==> src/rtl/sysc_pkg.sv <==
package sysc_pkg;

  // flag bit positions touched by the entry paths
  localparam int IF_BIT = 9;
  localparam int RF_BIT = 16;
  localparam int VM_BIT = 17;

  localparam int SEL_W      = 16;
  localparam int SEL_LSB    = 32;
  localparam int SEL_STRIDE = 8;
  localparam int LIM_W      = 32;
  localparam int LEG_W      = 32;

  // cached segment attribute byte, msb first
  typedef struct packed {
    logic lng;
    logic dflt;
    logic wr;
    logic rd;
    logic code;
    logic acc;
    logic gran;
    logic pres;
  } seg_attr_t;

  function automatic seg_attr_t make_attr(input logic is_code, input logic long_mode);
    seg_attr_t a;
    a.pres = 1'b1;
    a.gran = 1'b1;
    a.acc  = 1'b1;
    a.code = is_code;
    a.rd   = is_code;
    a.wr   = !is_code;
    a.lng  = is_code && long_mode;
    a.dflt = is_code ? !long_mode : 1'b1;
    return a;
  endfunction

endpackage

==> src/rtl/sysc_flag_unit.sv <==
module sysc_flag_unit #(
  parameter int FW = 32
) (
  input  logic [FW-1:0] flags_in,
  input  logic [FW-1:0] clr_mask,
  input  logic          long_mode,
  output logic [FW-1:0] flags_new,
  output logic [FW-1:0] flags_saved
);
  import sysc_pkg::*;

  logic [FW-1:0] rf_only;
  logic [FW-1:0] legacy_clr;

  always_comb begin
    rf_only          = '0;
    rf_only[RF_BIT]  = 1'b1;
    legacy_clr       = rf_only;
    legacy_clr[IF_BIT] = 1'b1;
    legacy_clr[VM_BIT] = 1'b1;
  end

  assign flags_saved = flags_in & ~rf_only;
  assign flags_new   = long_mode ? (flags_in & ~(clr_mask | rf_only))
                                 : (flags_in & ~legacy_clr);

endmodule

==> src/rtl/sysc_target_sel.sv <==
module sysc_target_sel #(
  parameter int AW = 64
) (
  input  logic                       long_mode,
  input  logic                       is_code64,
  input  logic [AW-1:0]              next_ip,
  input  logic [sysc_pkg::LEG_W-1:0] leg_target,
  input  logic [AW-1:0]              long64_target,
  input  logic [AW-1:0]              compat_target,
  output logic [AW-1:0]              entry_ip,
  output logic [AW-1:0]              return_ip
);
  import sysc_pkg::*;

  logic [AW-1:0] long_entry;
  logic [AW-1:0] leg_entry;
  logic [AW-1:0] leg_return;

  assign long_entry = is_code64 ? long64_target : compat_target;
  assign leg_entry  = AW'(leg_target);
  assign leg_return = AW'(next_ip[LEG_W-1:0]);

  assign entry_ip  = long_mode ? long_entry : leg_entry;
  assign return_ip = long_mode ? next_ip : leg_return;

endmodule

==> src/rtl/sysc_seg_unit.sv <==
module sysc_seg_unit (
  input  logic [sysc_pkg::SEL_W-1:0] sel_field,
  input  logic                       long_mode,
  output logic [sysc_pkg::SEL_W-1:0] code_sel,
  output logic [sysc_pkg::SEL_W-1:0] stack_sel,
  output logic [7:0]                 code_attr,
  output logic [7:0]                 stack_attr
);
  import sysc_pkg::*;

  localparam int NSEG = 2;

  logic [SEL_W-1:0] sel_arr  [NSEG];
  logic [7:0]       attr_arr [NSEG];

  for (genvar g = 0; g < NSEG; g++) begin : g_seg
    logic [SEL_W-1:0] raw;
    assign raw         = sel_field + SEL_W'(g * SEL_STRIDE);
    assign sel_arr[g]  = {raw[SEL_W-1:2], 2'b00};
    assign attr_arr[g] = make_attr((g == 0), long_mode);
  end

  assign code_sel   = sel_arr[0];
  assign stack_sel  = sel_arr[1];
  assign code_attr  = attr_arr[0];
  assign stack_attr = attr_arr[1];

endmodule

==> src/rtl/sysc_entry.sv <==
module sysc_entry #(
  parameter int AW = 64,
  parameter int FW = 32
) (
  input  logic          clk,
  input  logic          rst,
  input  logic          call_req,
  input  logic [AW-1:0] nxt_ip,
  input  logic [FW-1:0] flags_in,
  input  logic          sce_en,
  input  logic          long_act,
  input  logic          code64,
  input  logic [AW-1:0] tgt_legacy,
  input  logic [AW-1:0] tgt_long64,
  input  logic [AW-1:0] tgt_compat,
  input  logic [FW-1:0] flag_clr_mask,
  output logic          call_done,
  output logic          ud_fault,
  output logic [AW-1:0] new_ip,
  output logic [AW-1:0] ret_ip,
  output logic [FW-1:0] sav_flags,
  output logic          sav_flags_vld,
  output logic [FW-1:0] new_flags,
  output logic [15:0]   cs_sel,
  output logic [15:0]   ss_sel,
  output logic [7:0]    cs_attr,
  output logic [7:0]    ss_attr,
  output logic [31:0]   seg_limit
);
  import sysc_pkg::*;

  localparam logic [LIM_W-1:0] FLAT_LIMIT = '1;

  logic          accept;
  logic          take;
  logic [FW-1:0] flags_nx;
  logic [FW-1:0] flags_sv;
  logic [AW-1:0] ip_nx;
  logic [AW-1:0] ret_nx;
  logic [15:0]   cs_nx;
  logic [15:0]   ss_nx;
  logic [7:0]    csa_nx;
  logic [7:0]    ssa_nx;

  sysc_flag_unit #(.FW(FW)) u_flags (
    .flags_in    (flags_in),
    .clr_mask    (flag_clr_mask),
    .long_mode   (long_act),
    .flags_new   (flags_nx),
    .flags_saved (flags_sv)
  );

  sysc_target_sel #(.AW(AW)) u_target (
    .long_mode     (long_act),
    .is_code64     (code64),
    .next_ip       (nxt_ip),
    .leg_target    (tgt_legacy[LEG_W-1:0]),
    .long64_target (tgt_long64),
    .compat_target (tgt_compat),
    .entry_ip      (ip_nx),
    .return_ip     (ret_nx)
  );

  sysc_seg_unit u_seg (
    .sel_field  (tgt_legacy[SEL_LSB+SEL_W-1:SEL_LSB]),
    .long_mode  (long_act),
    .code_sel   (cs_nx),
    .stack_sel  (ss_nx),
    .code_attr  (csa_nx),
    .stack_attr (ssa_nx)
  );

  // a request is only taken when no strobe is being presented
  assign accept = call_req && !call_done && !ud_fault;
  assign take   = accept && sce_en;

  always_ff @(posedge clk) begin
    if (rst) begin
      call_done     <= 1'b0;
      ud_fault      <= 1'b0;
      new_ip        <= '0;
      ret_ip        <= '0;
      sav_flags     <= '0;
      sav_flags_vld <= 1'b0;
      new_flags     <= '0;
      cs_sel        <= '0;
      ss_sel        <= '0;
      cs_attr       <= '0;
      ss_attr       <= '0;
      seg_limit     <= '0;
    end else begin
      call_done <= take;
      ud_fault  <= accept && !sce_en;
      if (take) begin
        new_ip        <= ip_nx;
        ret_ip        <= ret_nx;
        new_flags     <= flags_nx;
        sav_flags_vld <= long_act;
        if (long_act) sav_flags <= flags_sv;
        cs_sel        <= cs_nx;
        ss_sel        <= ss_nx;
        cs_attr       <= csa_nx;
        ss_attr       <= ssa_nx;
        seg_limit     <= FLAT_LIMIT;
      end
    end
  end


  strobe_excl_chk: assert property (@(posedge clk) disable iff (rst)
    !(call_done && ud_fault));


  done_single_chk: assert property (@(posedge clk) disable iff (rst)
    call_done |=> !call_done);


  done_cause_chk: assert property (@(posedge clk) disable iff (rst)
    call_done |-> ($past(call_req) && $past(sce_en)));


  fault_hold_chk: assert property (@(posedge clk) disable iff (rst)
    ud_fault |-> ($stable(new_ip) && $stable(ret_ip) && $stable(new_flags) &&
                  $stable(cs_sel) && $stable(ss_sel) && $stable(sav_flags)));


  sel_pair_chk: assert property (@(posedge clk) disable iff (rst)
    call_done |-> (cs_sel[1:0] == 2'b00 && ss_sel == cs_sel + 16'd8));


  attr_mode_chk: assert property (@(posedge clk) disable iff (rst)
    call_done |-> (cs_attr[7] != cs_attr[6] && cs_attr[7] == sav_flags_vld));


  busy_ignore_chk: assert property (@(posedge clk) disable iff (rst)
    (call_done || ud_fault) |=> (!call_done && !ud_fault));

endmodule

==> config.mk <==
export PLATFORM = sky130hd
export DESIGN_NAME = sysc_entry
export DESIGN_NICKNAME = d
export VERILOG_FILES = /design/src/rtl/sysc_pkg.sv /design/src/rtl/sysc_flag_unit.sv /design/src/rtl/sysc_target_sel.sv /design/src/rtl/sysc_seg_unit.sv /design/src/rtl/sysc_entry.sv
export SDC_FILE = /design/constraint.sdc
export NUM_CORES = 1
export LEC_CHECK = 0
export BUFFER_PORTS_ARGS = -buffer_cell sky130_fd_sc_hd__buf_2
export CELL_PAD_IN_SITES_DETAIL_PLACEMENT = 1
export CELL_PAD_IN_SITES_GLOBAL_PLACEMENT = 1
export CORE_AREA = 2 2 237 239
export CTS_BUF_LIST = sky130_fd_sc_hd__clkbuf_4 sky130_fd_sc_hd__clkbuf_8
export DETAILED_ROUTE_END_ITERATION = 8
export DIE_AREA = 0 0 239 241
export MAX_ROUTING_LAYER = met4
export PLACE_DENSITY_LB_ADDON = 0.1
export SYNTH_ARGS = -nofsm -noshare
export SYNTH_HDL_FRONTEND = slang
export SYNTH_SLANG_ARGS = --single-unit
==> constraint.sdc <==
create_clock -name clk -period 1.8 [get_ports clk]
set_input_delay 0.54 -clock clk [delete_from_list [all_inputs] [get_ports clk]]
set_output_delay 0.54 -clock clk [all_outputs]
set_load 0.03 [all_outputs]
==> reports/qor.yml <==
power_and_ir_drop:
  p_clk_frac: 0.427
  intPower_uw: 9430
  p_per_area_nw_per_um2: 923
  total_power_uw: 13400
  ir_worst_vdd_mv: 0.364
  p_leak_uw: 0.00665
  power_switching_uw: 4000
  pwr-share-seq: 0.389
  sw_frac_of_total: 0.298
  p_comb_frac: 0.184
final_layout:
  utilization: 0.265
  final_common_cell: "buf_2"
  fin_cells: 2472
  area_growth_pct: 52.2
  fill_cells: 6686
  final_cell_mix: "buf_2 (519), nand2_1 (257), dfxtp_1 (220), a21oi_1 (208), nand3_1 (128)"
  nets: 2056
  layout-drive-gt1-share: 0.431
synth:
  yosys.area.top_type: "dfxtp_1"
  yosys_warnings: 0
  synth_cell_types: 35
  synth_ff_type: "dfxtp_1"
  yosys.area_share.adder: 0.00131
  synth-edff-count: 0
  netlist_area_um2: 9570
  synth_simple_gate_area_frac: 0.202
  synthCells: 1191
  synth-xor-area-share: 0.00275
  synth_top_area_share: 0.464
  synth_top_cells_by_area: "dfxtp_1 (46%), a21oi_1 (11%), nand2_1 (10%)"
  synth_seq_area_share: 0.464
  async_flop_share: 0
  synth_top_family_by_area: "simple AND/OR/NAND/NOR gates"
  syn_area_per_cell_um2: 8.03
  synthMuxAreaShare: 0.0711
  synth_compound_area_frac: 0.171
  synth-seq-cells: 222
clock_network:
  clk_pin_slew_ns: 0.06
  cts_hold_buf: 0
  clk_latency_ns: 0.60
  htree_levels: 2
  clockBufferDepth: 3
  clock_sinks: 222
  cts_tree: "built"
  cts_buffers: 45
  cts_root_buffer: "clkbuf_8"
global_routing:
  antenna_found_initial: 7
  grt_max_degree: 106
  grt_pass1_wl_um: 66000
  grt_overflow: 0
  grt_pass1_vias: 10900
  track_usage: 0.155
critical_path:
  endpoint_kind: "output pin"
  reg2regPathDepth: 4
  worstPathRequired_ns: 1.26
  crit_end: "cs_attr[0]"
  r2r-start: "ud_fault"
  worst-setup-path-type: "flop to output pin"
  r2r_end: "sav_flags[9]"
  slowest_stage: "dfxtp_4"
  startpoint: "cs_attr[4]"
  crit_chain: "buf_6, buf_4"
  slowest_delay_ns: 0.39
  rrSetupSlack_ns: 0.33
  crit_path_start_kind: "flop"
  cp.arrival_ns: 1.32
  worstPathMaxFanout: 11
status:
  status: "finished with violations"
  violations: "setup timing"
routing:
  via_per_inst: 4.18
  vias: 10300
  ant_nets: 0
  finalWirelength_um: 44900
  drt_iter0_drc: 324
  wl_per_cell_um: 18.2
  first_pass_iters: 4
  drc: 0
placement:
  io_buffers: 570
  hpwlAfterDp_um: 33600
  dpl_worst_slack_ns: -0.0367
  dp.cells: 2382
  finalWeightedCongestion: 0.746
sta:
  clock.fmax_ghz: 0.539
  worst_pin_slew_ns: 0.558
  drv_slew: 0
  timing.final.ws_setup_ns: -0.0568
  fin_worst_skew_ns: 0.0218
  timing.final.crit_period_ns: 1.86
  finalCritPeriodShare: 1.03
  relSlewSlack: 0.628
  final-setup-viol-count: 32
  rsz0062_at_grt: "yes"
  hold_violations: 0
die:
  initial_core_util: 0.174
  die-height_um: 241
  rows: 86
  core_um2: 54900
  die-width_um: 239
  io_pins: 601
  dieArea_um2: 57600
run:
  cap_violations: 0
hold_path:
  hold_class: "primary input to flop"
-- power by group through the flow --
| stage | logic (uW) | clock network (uW) | registers, uW |
|---|---|---|---|
| 3_3_place_gp | 2420 | 0 | 5330 |
| 3_5_place_dp | 2430 | 0 | 5340 |
| 4_1_cts | 2520 | 6050 | 5230 |
| 5_1_grt | 2690 | 6240 | 5250 |
| 2_1_floorplan | 997 | 0 | 5740 |
| 6_report | 2480 | 5730 | 5230 |
-- worst max-delay path: cells and delay by family (launching register included) --
kind,cells,cell delay [ns]
flip-flops,1,0.39
buffers and inverters,2,0.33
-- what timing repair did --
action	CTS	global route
gates resized for setup	56	15
hold endpoints to repair	0	0
endpoints found under the setup margin	47	43
setup buffers	4	0
-- per-layer routing --
layer,wire (um),global-route usage,vias to the layer above
li1,-,-,5108
met1,18200,0.174,4843
met2,22300,0.263,320
met3,3270,0.0451,69
met4,1150,0.0504,0
met5,0,-,-
-- cell families (layout without fill, tap and decap cells) --
kind of cell / after synthesis / count (layout)
AND/OR/NAND/NOR: 447 / 447
AO/OA/AOI/OAI: 292 / 292
flip-flops: 222 / 222
buffers and inverters: 161 / 722
multiplexers: 64 / 64
XOR/XNOR: 3 / 3
adder cells (fa/ha/maj): 1 / 1
other: 1 / 17
-- worst min path at each step --
stage | startpoint | end | slack [ns] | depth (start not counted)
final | nxt_ip[29] | ret_ip[29] | 0.18 | 3
after global routing | sce_en | ud_fault | 0.12 | 2
after CTS | sce_en | ud_fault | 0.1 | 2
after detailed placement | ret_ip[52] | ret_ip[52] | 0.44 | 2
after global placement | ret_ip[55] | ret_ip[55] | 0.43 | 2
after floorplan | new_flags[0] | new_flags[0] | 0.58 | 2
-- cells in the mapped netlist (all sizes together) (3+ instances only) --
| cell | count |
|---|---|
| nand4 | 3 |
| buf | 85 |
| inv | 3 |
| or4 | 4 |
| clkbuf | 73 |
| nand3 | 128 |
| a311oi | 6 |
| a21oi | 208 |
| nor2 | 44 |
| nand2 | 257 |
| or3 | 4 |
| mux2i | 32 |
| a211oi | 3 |
| o31ai | 4 |
| a211o | 32 |
| o21ai | 35 |
| dfxtp | 222 |
| mux2 | 32 |
-- per-stage QoR --
stage               cell area (um2)  hold WS [ns]  setup TNS, ns
global placement              13300         0.435        -0.0185
global route                  14600         0.120          -5.39
finish                        14600         0.179          -1.51
floorplan                      9600         0.580              0
CTS                           14500        0.0973          -4.94
detailed placement            13300         0.442        -0.0458
-- cell type report --
| type | count | area, um2 | share of cell area |
|---|---|---|---|
| diodes | 7 | 17.5 | 0.00120 |
| clock buffers | 76 | 933 | 0.0641 |
| well taps | 704 | 881 | 0.0605 |
| inverters | 3 | 11.3 | 0.000773 |
| flip-flops and latches | 222 | 4450 | 0.306 |
| repair buffers | 640 | 3890 | 0.267 |
| multi-input cells | 817 | 4340 | 0.298 |
| clock inverters | 3 | 42.5 | 0.00292 |
-- registers in the layout, indices dropped and copies added, names as in the netlist --
name           count
new_ip            64
ret_ip            64
new_flags         31
sav_flags         31
ss_sel            14
cs_sel            13
cs_attr            2
call_done          1
sav_flags_vld      1
ud_fault           1
Power figures use the tool's default switching activity.
